<file path="src/rtl/hex2_scan.sv">
module hex2_scan #(
  parameter int CLK_HZ        = 100_000_000,
  parameter int CLKS_PER_HALF = 400_000,
  parameter bit SEG_ACT_LOW   = 1'b1,
  parameter bit EN_ACT_LOW    = 1'b1
) (
  input  logic       clk,
  input  logic       rst,
  input  logic [7:0] value,
  output logic [6:0] seg,
  output logic [1:0] dig_en
);

  localparam int CW = (CLKS_PER_HALF > 1) ? $clog2(CLKS_PER_HALF) : 1;
  localparam logic [CW-1:0] LAST = CW'(CLKS_PER_HALF - 1);
  localparam longint PERIOD_CLKS = 2 * longint'(CLKS_PER_HALF);
  localparam longint MIN_CLKS    = longint'(CLK_HZ) / 1000;
  localparam longint MAX_CLKS    = (longint'(CLK_HZ) * 16) / 1000;

  if (PERIOD_CLKS < MIN_CLKS || PERIOD_CLKS > MAX_CLKS || CLKS_PER_HALF < 2) begin : g_bad_cfg
    initial $fatal(1, "hex2_scan: refresh period outside 1..16 ms");
  end

  function automatic logic [6:0] glyph(input logic [3:0] n);
    case (n)
      4'h0: glyph = 7'h3F;
      4'h1: glyph = 7'h06;
      4'h2: glyph = 7'h5B;
      4'h3: glyph = 7'h4F;
      4'h4: glyph = 7'h66;
      4'h5: glyph = 7'h6D;
      4'h6: glyph = 7'h7D;
      4'h7: glyph = 7'h07;
      4'h8: glyph = 7'h7F;
      4'h9: glyph = 7'h6F;
      4'hA: glyph = 7'h77;
      4'hB: glyph = 7'h7C;
      4'hC: glyph = 7'h39;
      4'hD: glyph = 7'h5E;
      4'hE: glyph = 7'h79;
      default: glyph = 7'h71;
    endcase
  endfunction

  logic [CW-1:0] cnt;
  logic          sel;
  logic          sel_nx;
  logic [6:0]    seg_act;
  logic [1:0]    en_act;

  assign sel_nx = (cnt == LAST) ? ~sel : sel;

  always_ff @(posedge clk) begin
    if (rst) begin
      cnt     <= '0;
      sel     <= 1'b0;
      seg_act <= '0;
      en_act  <= '0;
    end else begin
      cnt     <= (cnt == LAST) ? '0 : cnt + 1'b1;
      sel     <= sel_nx;
      en_act  <= sel_nx ? 2'b10 : 2'b01;
      seg_act <= glyph(sel_nx ? value[7:4] : value[3:0]);
    end
  end

  assign seg    = SEG_ACT_LOW ? ~seg_act : seg_act;
  assign dig_en = EN_ACT_LOW  ? ~en_act  : en_act;

  AST_ONE_DIGIT: assert property (@(posedge clk) disable iff (rst)
    $onehot0(en_act));
  AST_CNT_BOUND: assert property (@(posedge clk) disable iff (rst)
    cnt <= LAST);
  AST_HOLD_SLOT: assert property (@(posedge clk) disable iff (rst)
    (en_act != 2'b00 && cnt != LAST) |=> $stable(en_act));
  AST_SWAP_AT_WRAP: assert property (@(posedge clk) disable iff (rst)
    (en_act != 2'b00 && cnt == LAST) |=> (en_act != $past(en_act)));
  AST_DARK_IDLE: assert property (@(posedge clk) disable iff (rst)
    (en_act == 2'b00) |-> (seg_act == 7'h00));
  AST_SEL_MATCH: assert property (@(posedge clk) disable iff (rst)
    (en_act != 2'b00) |-> (en_act[1] == sel));

endmodule

</file>
<file path="config.mk">
export PLATFORM = sky130hd
export DESIGN_NAME = hex2_scan
export DESIGN_NICKNAME = d
export VERILOG_FILES = /design/src/rtl/hex2_scan.sv
export SDC_FILE = /design/constraint.sdc
export NUM_CORES = 1
export LEC_CHECK = 0
export ABC_CLOCK_PERIOD_IN_PS = 2900
export BUFFER_PORTS_ARGS = -buffer_cell sky130_fd_sc_hd__buf_2
export CAP_MARGIN = 30
export CORE_MARGIN = 2
export CORE_UTILIZATION = 40
export CTS_CLUSTER_DIAMETER = 40
export CTS_CLUSTER_SIZE = 12
export DETAILED_ROUTE_END_ITERATION = 16
export MAX_ROUTING_LAYER = met4
export SLEW_MARGIN = 20
export SYNTH_ARGS = -nofsm -noshare
export SYNTH_HDL_FRONTEND = slang
export SYNTH_SLANG_ARGS = --single-unit
</file>
<file path="constraint.sdc">
create_clock -name clk -period 2.9 [get_ports clk]
set_input_delay 0.435 -clock clk [delete_from_list [all_inputs] [get_ports clk]]
set_output_delay 0.435 -clock clk [all_outputs]
set_load 0.005 [all_outputs]
</file>
### After elaboration in Yosys (flattened, before gate mapping)

Memory sizes are Yosys's and may differ from the RTL's. A register that Yosys moved wholly into a read port is not among the register bits.
Cells that the tools add are included.

* bits in registers: 22
* bits in read-only memories: 112
* word-level logic and storage cells: 13
* memories: 1

Memories
* (name not given): words 16, bits a word 7, rd ports 1, clocked after Yosys merged registers in 1, write ports 0, line 25 `case (n)`

* $add $sub $neg: 1
* eq/ne operators: 1
* multiplexer cells: 3
* bitwise operators: 3
* reduce and logical (&&, ||, !) cells: 1

Operators with widths (count)
* adder 19 x 1 -> 19 bit (second input constant): 1
* equality test 19 bit (second input constant): 1
* NOT 7 bit: 1
* two-way mux 4 bit: 1
* two-way mux 2 bit: 1
* NOT 2 bit: 1
* OR reduction 2 bit: 1
* two-way mux 1 bit: 1
* NOT 1 bit: 1

### Logic depth before layout (Yosys ltp)

* depth after elaboration: 3
* gate-level depth with buffers: 14
* gate-level depth less buffers: 13

### Least setup slack after synthesis

Ideal clock, no wire load.

* path type: reg-to-reg
* start point: reg cnt[0]
* end point: reg seg_act[5]
* library setup time: 0.086 ns
* data arrival time: 2.811 ns
* setup slack: 0.003 ns
* cell stages (with the launch flop): 15
* buffers on the path: 1
* clock period less this slack: 2.897 ns
* cell sequence: dfxtp_1 ha_1 and4_1 buf_4 and3_1 a21oi_2 nor2_4 mux2i_1 inv_1 ha_1 nand3_1 a211o_1 o211ai_1 o31a_1 a211oi_1

* word-level cells in the longest chain between the ends: 3

Ends and longest elaborated chain
* start, declared: line 45 `logic [CW-1:0] cnt;`
* start signal, assigned: line 60 `cnt <= (cnt == LAST) ? '0 : cnt + 1'b1;`
* equality test 19 bit: line 51 `assign sel_nx = (cnt == LAST) ? ~sel : sel;`
* two-way mux 1 bit: line 51
* two-way mux 4 bit: line 63 `seg_act <= glyph(sel_nx ? value[7:4] : value[3:0]);`
* end, declared: line 48 `logic [6:0] seg_act;`

Every way passes these cells.
A chain may end at the register's enable or synchronous reset.

### Worst setup path after layout

Same ends and word-level chain as after synthesis.

==> impl_metrics.ini <==
[layout]
multi_input_area_mm2 = 0.001257
seqCellArea_um2 = 563.0
antenna_cells = 0
postLayoutCoreUtil = 0.4994
num-fill-cells = 425
drive_gt1_frac = 0.2694
syn_to_final_growth_pct = 18.89
nets = 264

[power]
power_switching_uw = 201.9
p_leak_uw = 0.0008669
clock_power_share = 0.380
p_int_uw = 632.9
ir_drop_uv = 167.7
power_uw = 834.9
p_sw_frac = 0.2419
power_frac_seq = 0.484
comb_power_share = 0.136
power_density_mw_per_mm2 = 378.7

[critical_path]
cp-endpoint = seg_act[5]$_SDFF_PP0_
critical_path_arrival_ns = 2.97
reg2reg_slack_ns = 0.13
reg2reg_to = seg_act[5]$_SDFF_PP0_
cp_max_fo = 6
crit_slowest_cell = dfxtp_2
crit_family = simple AND/OR/NAND/NOR gates
reg2reg_from = cnt[0]$_SDFF_PP0_
path_depth = 12
worst_path_most_repeated_cell = ha_4
reg2reg_depth = 12
criticalPathCategory = register to register
startpoint_type = register
path_buf_inv = 0
required_ns = 3.10
cp-startpoint = cnt[0]$_SDFF_PP0_
end_kind = register
cp_slowest_stage_delay_ns = 0.38
path_cells = ha_4 -> and4_4 -> nand3_2 -> nor4_4 -> nor2_4 -> mux2_4 -> ha_4 -> nand3_1 -> a211o_1 -> o211ai_1 -> o31a_1 -> a211oi_1

[synthesis]
synthTopCellsByArea = dfxtp_1, ha_1, nor2_1
yosys.area.top_type = dfxtp_1
ys_types = 59
synth-seq-cells = 28
syn-num-nets = 239
yosysSeqAreaShare = 0.3023
avgSynthCellArea_um2 = 8.390
synth_top_area_frac = 0.3023
ys_warn_count = 0
synth_edf_count = 0
synth_cells = 221
synthArstFlopShare = 0
syn_area_mm2 = 0.001854
synth_flop_cell = dfxtp_1

[timing]
drv_slew = 0
finalCritPeriodShare = 0.9553
hold_viol_final = 0
slew_headroom = 0.7000
fmax_mhz = 361.0
worst_slew_pin_slew_ns = 0.4499
finClkSkew_ns = 0.007421
setup_violations = 0
period_minus_slack_ns = 2.770

[place]
gp_congestion = 0.8923
dp_hpwl_um = 2978
io_buffer_count = 18

[routing]
drt_iter0_drc = 93
highest_layer = met4
wl_met2_um = 1923
wl_met3_um = 245
ant_nets = 0
finalWirelength_um = 4346
wl_met1_um = 2138
remaining_drc_errors = 0
wl_per_cell_um = 14.63
first_pass_iters = 4
vias = 1645
vias_per_cell = 5.539

[clock_network]
cts_max_level = 1
cts.clk_slew.worst_paths_ns = 0.11
clk_latency_ns = 0.28
clockBufferDepth = 2
cts_tree = built
cts_root_buffer = clkbuf_8
cts.sinks = 28
cts_made_buffers = 3
cts.hold.buffers_added = 0

[grt]
antenna_found_initial = 0
grt_pass1_wl_um = 7203
grt_pass1_vias = 1520
overflow = 0
grt_max_degree = 19
track_usage = 0.1744

[outcome]
status = completed

[floorplanning]
die_w_um = 72.09
io_pins = 19
dieHeight_um = 72.09
die_area_mm2 = 0.005196
core_mm2 = 0.004414
initial_core_util = 0.4201
num_rows = 24

[hold_path]
min_from = cnt[0]$_SDFF_PP0_
min_path_type = register to register

[job]
cap_violations = 0
## Yosys cell counts, drive strengths merged (2+ instances only)
cell type / count
a211o: 2
a21oi: 4
a221oi: 2
and3: 5
and4: 3
buf: 4
clkbuf: 6
dfxtp: 28
ha: 8
inv: 17
mux2: 4
mux2i: 5
nand2: 14
nand2b: 3
nand3: 18
nand4: 2
nor2: 28
nor3: 9
nor4: 3
nor4b: 3
o211ai: 3
o21ai: 6
o21bai: 2
o22ai: 2
or2: 2
or3: 2
xnor2: 7
xor2: 10
## power groups by stage
stage | Combinational, uW | Sequential [uW] | Clock [uW]
after global placement | 104 | 410 | 0
after global routing | 126 | 406 | 340
after detailed placement | 103 | 411 | 0
after CTS | 105 | 402 | 322
after floorplan | 68.9 | 410 | 0
final | 114 | 404 | 318
## sequential cells by signal, summed over array words and instances (netlist names)
register,flops
sel,1
seg_act,7
cnt,19
en_act,1
## worst min-delay path by stage
stage,endpoint,slack [ns],cells past startpoint
2_1_floorplan,cnt[0]$_SDFF_PP0_,0.43,1
3_3_place_gp,cnt[0]$_SDFF_PP0_,0.44,1
5_1_grt,cnt[0]$_SDFF_PP0_,0.49,1
3_5_place_dp,cnt[0]$_SDFF_PP0_,0.45,1
6_report,cnt[0]$_SDFF_PP0_,0.47,1
4_1_cts,cnt[0]$_SDFF_PP0_,0.48,1
## area by class of cell
cell class                 count  area share
tap                           52     0.02951
inverter                      18     0.03065
sequential                    28      0.2554
multi-input combinational    165      0.5704
clock inverter                 1     0.01362
clock buffer                   3     0.01873
timing repair buffer          30     0.08173
## metal layers
| metal | up-vias | global-route usage |
|---|---|---|
| li1 | 827 | - |
| met5 | - | - |
| met2 | 53 | 0.2538 |
| met3 | 4 | 0.02917 |
| met4 | 0 | 0.05031 |
| met1 | 761 | 0.2481 |
## per-stage QoR
stage / hold slack (ns) / cells / area, um^2 / TNS, ns / setup slack, ns
floorplan: 0.4260 / 221 / 1854 / 0 / 0.003351
global placement: 0.4420 / 291 / 2037 / 0 / 0.1283
detailed placement: 0.4520 / 291 / 2037 / -0.008195 / -0.008195
CTS: 0.4767 / 295 / 2116 / 0 / 0.05044
global route: 0.4874 / 297 / 2205 / -0.01180 / -0.01180
finish: 0.4710 / 297 / 2205 / 0 / 0.1298
## timing repair
| action | 4_1_cts | 5_1_grt |
|---|---|---|
| setup buffers | 0 | 2 |
| gates resized for setup | 2 | 17 |
| setup endpoints to repair | 2 | 3 |
| pin swaps | 0 | 2 |
## cells in the final DEF (no fill, tap or decap), drive strengths merged, types with 3 or more instances in the layout
master and count:
clkbuf 3, mux2 4, xnor2 7, nand2 14, and3 5, nand2b 3
nor4b 3, ha 8, a21oi 4, nor2 28, o211ai 3, o21ai 6
nand3 18, xor2 10, mux2i 5, dfxtp 28, and4 3, nor3 9
inv 17, buf 30, nor4 3
## cell families (layout without fill, tap and decap cells)
family / after synthesis / after routing / synth area share
mux: 9 / 9 / 0.05330
simple gates: 98 / 98 / 0.2996
compound gates: 33 / 33 / 0.1485
fa+ha+maj: 8 / 8 / 0.05398
xor+xnor: 17 / 17 / 0.08030
buf+inv: 28 / 52 / 0.06207
flops: 28 / 28 / 0.3023
Power figures use the tool's default switching activity.
